<file path="src/rtl/irq_arb_pkg.sv">
package irq_arb_pkg;
   localparam int NUM_LEVELS = 4;
   localparam int PRIO_LSB   = 5;
   localparam int MODE_LSB   = 14;
   localparam logic [15:0] TRAP_VECTOR = 16'h0004;

   typedef enum logic [3:0] {
      ST_IDLE,
      ST_GRANT,
      ST_PUSH_ST,
      ST_PUSH_PC,
      ST_RD_PC,
      ST_RD_ST,
      ST_LOAD,
      ST_POP_PC,
      ST_POP_ST,
      ST_RLOAD
   } seq_state_t;
endpackage

</file>
<file path="src/rtl/irq_dev_slice.sv">
module irq_dev_slice
   import irq_arb_pkg::*;
(
   input  logic                  clk,
   input  logic                  rst_n,
   input  logic                  raise,
   input  logic [1:0]            level,
   input  logic [NUM_LEVELS-1:0] grant_in,
   output logic [NUM_LEVELS-1:0] grant_out,
   output logic                  absorb,
   output logic                  pending
);
   logic [NUM_LEVELS-1:0] own_line;

   assign own_line  = pending ? (NUM_LEVELS'(1) << level) : '0;
   assign absorb    = |(grant_in & own_line);
   assign grant_out = grant_in & ~own_line;

   always_ff @(posedge clk) begin
      if (!rst_n) pending <= 1'b0;
      else        pending <= raise | (pending & ~absorb);
   end

   AST_TAKE_CLEARS: assert property (@(posedge clk) disable iff (!rst_n)
      absorb |=> (!pending || $past(raise)));
   AST_HOLD_PENDING: assert property (@(posedge clk) disable iff (!rst_n)
      (pending && !absorb) |=> pending);
endmodule

</file>
<file path="src/rtl/irq_level_pick.sv">
module irq_level_pick
   import irq_arb_pkg::*;
(
   input  logic [NUM_LEVELS-1:0] lines,
   input  logic [2:0]            prio,
   output logic                  any,
   output logic [1:0]            sel
);
   always_comb begin
      any = 1'b0;
      sel = '0;
      for (int k = 0; k < NUM_LEVELS; k++) begin
         if (lines[k] && ((4'(k) + 4'd4) > {1'b0, prio})) begin
            any = 1'b1;
            sel = 2'(k);
         end
      end
   end
endmodule

</file>
<file path="src/rtl/irq_chain_arbiter.sv">
module irq_chain_arbiter
   import irq_arb_pkg::*;
#(
   parameter int NUM_DEV      = 4,
   parameter int WORD_W       = 16,
   parameter int RESP_TIMEOUT = 64
) (
   input  logic                      clk,
   input  logic                      rst_n,
   input  logic                      insn_boundary,
   input  logic                      rti_go,
   input  logic [WORD_W-1:0]         cur_pc,
   input  logic [WORD_W-1:0]         cur_psw,
   input  logic [WORD_W-1:0]         cur_sp,
   input  logic [NUM_DEV-1:0]        dev_raise,
   input  logic [2*NUM_DEV-1:0]      dev_level,
   input  logic [WORD_W*NUM_DEV-1:0] dev_vector,
   input  logic [NUM_LEVELS-1:0]     stray_req,
   output logic [NUM_LEVELS-1:0]     bus_grant,
   output logic [NUM_DEV-1:0]        dev_pending,
   output logic                      mem_rd,
   output logic                      mem_wr,
   output logic [WORD_W-1:0]         mem_addr,
   output logic [WORD_W-1:0]         mem_wdata,
   input  logic [WORD_W-1:0]         mem_rdata,
   output logic                      ctx_load,
   output logic [WORD_W-1:0]         ctx_pc,
   output logic [WORD_W-1:0]         ctx_psw,
   output logic [WORD_W-1:0]         ctx_sp,
   output logic                      busy
);
   localparam int TW = $clog2(RESP_TIMEOUT + 1);
   localparam logic [WORD_W-1:0] WSTEP = WORD_W'(2);

   initial begin
      assert (NUM_DEV >= 1) else $error("NUM_DEV must be at least 1");
      assert (WORD_W >= 16) else $error("WORD_W must hold mode and priority fields");
      assert (RESP_TIMEOUT >= 1) else $error("RESP_TIMEOUT must be positive");
   end

   // chain of grant slices
   logic [NUM_LEVELS-1:0] chain [0:NUM_DEV];
   logic [NUM_DEV-1:0]    absorb;
   logic [NUM_LEVELS-1:0] dev_lines;

   assign chain[0] = bus_grant;

   generate
      for (genvar i = 0; i < NUM_DEV; i++) begin : g_slice
         irq_dev_slice u_slice (
            .clk       (clk),
            .rst_n     (rst_n),
            .raise     (dev_raise[i]),
            .level     (dev_level[2*i +: 2]),
            .grant_in  (chain[i]),
            .grant_out (chain[i+1]),
            .absorb    (absorb[i]),
            .pending   (dev_pending[i])
         );
      end
   endgenerate

   logic [WORD_W-1:0] vec_sel;
   always_comb begin
      dev_lines = stray_req;
      vec_sel   = '0;
      for (int i = 0; i < NUM_DEV; i++) begin
         if (dev_pending[i]) dev_lines[dev_level[2*i +: 2]] = 1'b1;
         if (absorb[i])      vec_sel = vec_sel | dev_vector[WORD_W*i +: WORD_W];
      end
   end

   logic       pick_any;
   logic [1:0] pick_sel;

   irq_level_pick u_pick (
      .lines (dev_lines),
      .prio  (cur_psw[PRIO_LSB +: 3]),
      .any   (pick_any),
      .sel   (pick_sel)
   );

   // sequencer
   seq_state_t        state;
   logic [WORD_W-1:0] psw_q, pc_q, sp_q, vec_q, newpc_q;
   logic [1:0]        lvl_q;
   logic [TW-1:0]     tmo_cnt;

   always_ff @(posedge clk) begin
      if (!rst_n) begin
         state   <= ST_IDLE;
         psw_q   <= '0;
         pc_q    <= '0;
         sp_q    <= '0;
         vec_q   <= '0;
         newpc_q <= '0;
         lvl_q   <= '0;
         tmo_cnt <= '0;
      end else begin
         case (state)
            ST_IDLE: begin
               tmo_cnt <= '0;
               if (rti_go) begin
                  sp_q  <= cur_sp;
                  state <= ST_POP_PC;
               end else if (insn_boundary && pick_any) begin
                  psw_q <= cur_psw;
                  pc_q  <= cur_pc;
                  sp_q  <= cur_sp;
                  lvl_q <= pick_sel;
                  state <= ST_GRANT;
               end
            end
            ST_GRANT: begin
               if (|absorb) begin
                  vec_q <= vec_sel;
                  state <= ST_PUSH_ST;
               end else if (tmo_cnt == TW'(RESP_TIMEOUT - 1)) begin
                  vec_q <= WORD_W'(TRAP_VECTOR);
                  state <= ST_PUSH_ST;
               end else begin
                  tmo_cnt <= tmo_cnt + 1'b1;
               end
            end
            ST_PUSH_ST: state <= ST_PUSH_PC;
            ST_PUSH_PC: state <= ST_RD_PC;
            ST_RD_PC:   state <= ST_RD_ST;
            ST_RD_ST: begin
               newpc_q <= mem_rdata;
               state   <= ST_LOAD;
            end
            ST_POP_PC:  state <= ST_POP_ST;
            ST_POP_ST: begin
               newpc_q <= mem_rdata;
               state   <= ST_RLOAD;
            end
            default:    state <= ST_IDLE;
         endcase
      end
   end

   assign bus_grant = (state == ST_GRANT) ? (NUM_LEVELS'(1) << lvl_q) : '0;
   assign busy      = (state != ST_IDLE);

   always_comb begin
      mem_rd    = 1'b0;
      mem_wr    = 1'b0;
      mem_addr  = '0;
      mem_wdata = '0;
      ctx_load  = 1'b0;
      ctx_pc    = newpc_q;
      ctx_psw   = mem_rdata;
      ctx_sp    = sp_q;
      case (state)
         ST_PUSH_ST: begin mem_wr = 1'b1; mem_addr = sp_q - WSTEP;        mem_wdata = psw_q; end
         ST_PUSH_PC: begin mem_wr = 1'b1; mem_addr = sp_q - (WSTEP << 1); mem_wdata = pc_q;  end
         ST_RD_PC:   begin mem_rd = 1'b1; mem_addr = vec_q; end
         ST_RD_ST:   begin mem_rd = 1'b1; mem_addr = vec_q + WSTEP; end
         ST_LOAD: begin
            ctx_load = 1'b1;
            ctx_psw[MODE_LSB +: 2] = 2'b00;
            ctx_sp   = sp_q - (WSTEP << 1);
         end
         ST_POP_PC:  begin mem_rd = 1'b1; mem_addr = sp_q; end
         ST_POP_ST:  begin mem_rd = 1'b1; mem_addr = sp_q + WSTEP; end
         ST_RLOAD: begin
            ctx_load = 1'b1;
            ctx_sp   = sp_q + (WSTEP << 1);
         end
         default: ;
      endcase
   end

   AST_ONE_GRANT: assert property (@(posedge clk) disable iff (!rst_n)
      $onehot0(bus_grant));
   AST_GRANT_ABOVE_PRIO: assert property (@(posedge clk) disable iff (!rst_n)
      (bus_grant != '0) |-> ({1'b0, psw_q[PRIO_LSB +: 3]} < ({2'b00, lvl_q} + 4'd4)));
   AST_STROBE_START: assert property (@(posedge clk) disable iff (!rst_n)
      $rose(busy) |-> ($past(insn_boundary) || $past(rti_go)));
   AST_TIMEOUT_BOUND: assert property (@(posedge clk) disable iff (!rst_n)
      tmo_cnt < TW'(RESP_TIMEOUT));
   AST_SINGLE_TAKER: assert property (@(posedge clk) disable iff (!rst_n)
      $onehot0(absorb));
endmodule

</file>
<file path="config.mk">
export PLATFORM = sky130hd
export DESIGN_NAME = irq_chain_arbiter
export DESIGN_NICKNAME = d
export VERILOG_FILES = /design/src/rtl/irq_arb_pkg.sv /design/src/rtl/irq_dev_slice.sv /design/src/rtl/irq_level_pick.sv /design/src/rtl/irq_chain_arbiter.sv
export SDC_FILE = /design/constraint.sdc
export NUM_CORES = 1
export LEC_CHECK = 0
export ABC_AREA = 1
export BUFFER_PORTS_ARGS = -buffer_cell sky130_fd_sc_hd__buf_2
export CORE_ASPECT_RATIO = 1.2
export CORE_UTILIZATION = 45
export DETAILED_ROUTE_END_ITERATION = 6
export PLACE_DENSITY = 0.81
export RECOVER_POWER = 50
export SLEW_MARGIN = 30
export SYNTH_ARGS = -nofsm -noshare
export SYNTH_HDL_FRONTEND = slang
export SYNTH_SLANG_ARGS = --single-unit
</file>
<file path="constraint.sdc">
create_clock -name clk -period 5.1 [get_ports clk]
set_input_delay 1.02 -clock clk [delete_from_list [all_inputs] [get_ports clk]]
set_output_delay 1.02 -clock clk [all_outputs]
set_load 0.05 [all_outputs]
</file>
# Yosys cells after proc, flatten, opt, wreduce, memory -nomap -nowiden
# Index checks and enable logic that the tools add are counted.
# word_totals
output_inout_bits,92
inputBits,148
regBits,97
word_cells,154
# op_classes
addsub,6
n_eq_ne,14
n_shift,5
reduce_logical,28
n_lt_le_gt_ge,12
n_bitwise,30
n_mux,47
# op_table
op,n
16-bit two-way mux,8
16-bit case mux with 6 select lines,1
16-bit case mux with 2 select lines,2
4-bit two-way mux,13
16-bit OR,3
16-bit by 2-bit adder with 16-bit output (second input constant),2
4-bit case mux with 8 select lines,1
4-bit bitwise AND,7
4-bit OR reduction,5
1-bit by 2-bit << shifter with 4-bit output (first input constant),5
16-bit by 3-bit adder with 16-bit output (second input constant),1
4-bit by 3-bit == test with 1-bit output (second input constant),4
4-bit OR,4
16-bit OR reduction,1
16-bit by 2-bit subtractor with 16-bit output (second input constant),1
16-bit by 3-bit subtractor with 16-bit output (second input constant),1
7-bit two-way mux,2
7-bit case mux with 2 select lines,1
3-bit > comparator (first input constant),4
2-bit by 3-bit < comparator with 1-bit output (second input constant),4
1-bit two-way mux,12
4-bit NOT,3
1-bit logical AND,9
1-bit demux with 2-bit select,4
other kinds (18),44

# Depth between registers and ports, before layout
# logic_depth
depth_word,21
ltp_mapped,15
ltp_nobuf,14

# Hierarchy
# A second synthesis with hierarchy kept.
# unflattened
hier_cells,1152
area_unflattened_um2,6957.9
# by_module_without_submodules
mod,seq_area_each_um2,instances,area_per_inst_um2,cells_each
irq_chain_arbiter,1861.8,1,6326.1,1034
irq_dev_slice,20.0,4,142.6,26
irq_level_pick,0.0,1,61.3,14

# Least setup slack after synthesis
# No wires, ideal clock.
# synth_path
path_kind,reg2out
startpoint,register state[1]
endpoint,output mem_addr[7]
slack_ps,1497
path_buffers,1
path_stages_with_launch,12
arrival_ps,2583
required_ps,4080
path_cell_list,dfxtp_1 -> nor2_2 -> nand2_4 -> buf_6 -> nand2_1 -> o21ai_2 -> ha_1 -> nand2_2 -> nor2_4 -> nand2_2 -> xor2_1 -> o21ai_0
# synth_between
elab_chain_cells,2
word_cells_on_any_way,7
classes_between,6 x eq/ne; 1 x mux
# synth_rtl
item,line,rtl
from (decl),irq_chain_arbiter.sv:84,seq_state_t state;
from (signal assigned),irq_chain_arbiter.sv:91,state <= ST_IDLE;
from (signal assigned),irq_chain_arbiter.sv:105,state <= ST_POP_PC;
from (signal assigned),irq_chain_arbiter.sv:111,state <= ST_GRANT;
4-bit == test (tied with other cells),irq_chain_arbiter.sv:154,case (state)
16-bit case mux with 6 select lines (*),irq_chain_arbiter.sv:154,
to (decl),irq_chain_arbiter.sv:23,"output logic [WORD_W-1:0] mem_addr,"
# Mark *: on every way between the ends. The rest lies on a longest branch, timed or not.

# Final worst setup path
# layout_path
startpoint,register state[1]
endpoint,output mem_addr[11]
# Same word-level chain as after synthesis.

==> flow_summary.ini <==
[power]
ir_worst_vdd_mv = 0.213
leakage_nw = 3.76
power_per_cell_area_nw_per_um2 = 466
power.total_mw = 3.84

[floorplan]
core_area_um2 = 15000
die_x_um = 115
pin_count = 240
fp.dieH_um = 137
rows = 49
start_util_pct = 46.0
dieArea_um2 = 15800

[timing]
worst_slew_pin_slew_ns = 1.84
final-hold-violation-count = 0
fin_worst_skew_ns = 0.0130
clock.fmax_mhz = 228
slew_viol_final = 169
setup_violations = 0
timing.slew.headroom_pct = -22.6
min_period_over_period_pct = 86.0
finalSetupTns_ns = 0
rsz0062_at_grt = no
layout_min_cycle_time_ns = 4.39

[worst_setup_path]
crit_type = flop to output port
critPathArrivalTime_ns = 3.37
critPathLaunchType = flop
cp_max_fo = 28
crit_path_end_kind = output port
cp.required_ns = 4.08

[final_layout]
regArea_um2 = 1940
multi_input_area_um2 = 4030
drive_above_1_share_pct = 22.3
nFillCells = 1647
area_delta_synth_final_pct = 19.7
fin_nets = 1442
final_area_um2 = 8230
finalNonFillerCells = 1498
layout_commonest_cell = nand2_1
layout_common_cells = nand2_1, buf_2, nor2_1

[routing]
drtPass1Iterations = 5
drt_iter0_markers = 513
wl_per_cell_um = 14.6
wirelength_um = 21900
drcViolationCount = 0
ant_nets = 0
vias = 7933
via_per_inst = 5.30

[cts]
cts_buffer_depth = 2
clk_latency_ns = 0.36
cts_sinks = 97
cts_tree = yes
numCtsBuffers = 9
post_cts_resized = 0
cts_setup_buffers = 0
root_buffer = clkbuf_16
cts_hold_buf = 0
clkSlewWorstSetupHoldPaths_ns = 0.08
ctsHtreeMaxLevel = 3

[synth]
avgSynthCellArea_um2 = 6.25
synth-async-reset-ratio_pct = 0
syn_nets = 1253
yosysWarnings = 0
syn_area_um2 = 6870
synth-seq-cells = 97
synthFlopType = dfxtp_1
synth_edf_count = 0
syn-instance-count = 1099
yosysSeqAreaShare_pct = 28.2
synth.distinct_cells = 50

[placement]
dp_cells = 1481
dpl.hpwl_um = 16900
placed_area_um2 = 8000
port_buffers = 239
gp_congestion = 1.02

[grt]
grt_use_total_pct = 27.1
grt_pass1_wl_um = 33700
antenna_found_initial = 1
grt_max_degree = 69
grt.met2_usage_pct = 46.6
grt_pass1_vias = 7131
overflow = 0
met1_usage_pct = 31.9
met3_usage_pct = 5.28
grt.busiest_layer = met2

[job]
cap_violations = 3

[outcome]
status = finished with violations
violations = capacitance limit, slew limit

[hold_path]
hp-class = flop to flop
==> stage by stage <==
stage | utilization [%] | setup WS [ns] | hold WS (ns)
2_1_floorplan | - | 1.50 | 0.430
5_1_grt | 55.0 | 0.464 | 0.478
3_5_place_dp | 53.5 | 1.48 | 0.446
3_3_place_gp | 53.4 | 1.58 | 0.439
4_1_cts | 55.4 | 1.09 | 0.460
6_report | 55.0 | 0.712 | 0.457
==> routing by layer <==
metal  vias to the layer above  routed length (um)
met5                         -                   0
met4                         0                 912
met3                        57                1370
met2                       292               10700
met1                      3584                8890
li1                       4000                   -
==> cell usage after synthesis (19+ instances only) <==
| cell | n | area [um^2] |
|---|---|---|
| nand2_1 | 204 | 766 |
| nor2_1 | 143 | 537 |
| inv_1 | 123 | 462 |
| dfxtp_1 | 97 | 1940 |
| nand3_1 | 92 | 460 |
| a21oi_1 | 81 | 405 |
| o21ai_0 | 75 | 375 |
| clkbuf_1 | 29 | 109 |
| nand4_1 | 23 | 144 |
| buf_4 | 21 | 158 |
| xor2_1 | 20 | 175 |
| nand2_2 | 19 | 119 |
==> worst paths after layout <==
check	from	to	slack, ns	cells after the start
hold / removal	pc_q[1]	pc_q[1]	0.46	2
hold reg to reg	pc_q[1]	pc_q[1]	0.46	2
setup reg to reg	g_slice[1].u_slice.pending	pc_q[0]	1.85	9
setup / recovery	state[1]	mem_addr[11]	0.71	9
==> logic make-up (layout without fill, tap and decap cells) <==
logic type               count (synthesis)  in the layout  synth area share (%)
flip-flops                              97             97                  28.2
AO/OA/AOI/OAI                          242            242                  20.5
AND/OR/NAND/NOR                        527            527                  34.5
XOR/XNOR                                21             21                  2.68
other                                    0              1                     0
buffers and inverters                  206            400                  13.0
adder cells (fa/ha/maj)                  6              6                  1.09
==> registers in the layout (all words and copies together), names as in the netlist <==
register,count
lvl_q,2
sp_q,16
psw_q,16
pc_q,16
state,4
tmo_cnt,7
ctx_pc,16
vec_q,16
g_slice.u_slice.pending,4
==> power by group <==
part / total [mW] / switching (mW) / internal (mW)
clock: 0.679 / 0.334 / 0.345
sequential: 1.05 / 0.147 / 0.905
combinational: 2.11 / 1.59 / 0.518
total: 3.84 / 2.07 / 1.77
==> cell type report <==
class | instances | share of cell area [%]
clock inverter | 7 | 0.867
tap | 204 | 3.10
inverter | 141 | 6.43
antenna | 1 | 0.0304
sequential | 97 | 23.6
clock buffer | 9 | 2.74
timing repair buffer | 243 | 14.2
multi-input combinational | 796 | 49.0
==> critical path, cell delays in order, from the launching register on <==
cell	delay, ns
dfxtp_1	0.47
nor2_2	0.11
nand2_4	0.27
inv_1	0.17
nor2_1	0.67
clkinv_1	0.24
clkbuf_1	0.51
nand3_1	0.25
nand4_1	0.10
buf_2	0.23
Power figures use the tool's default switching activity.
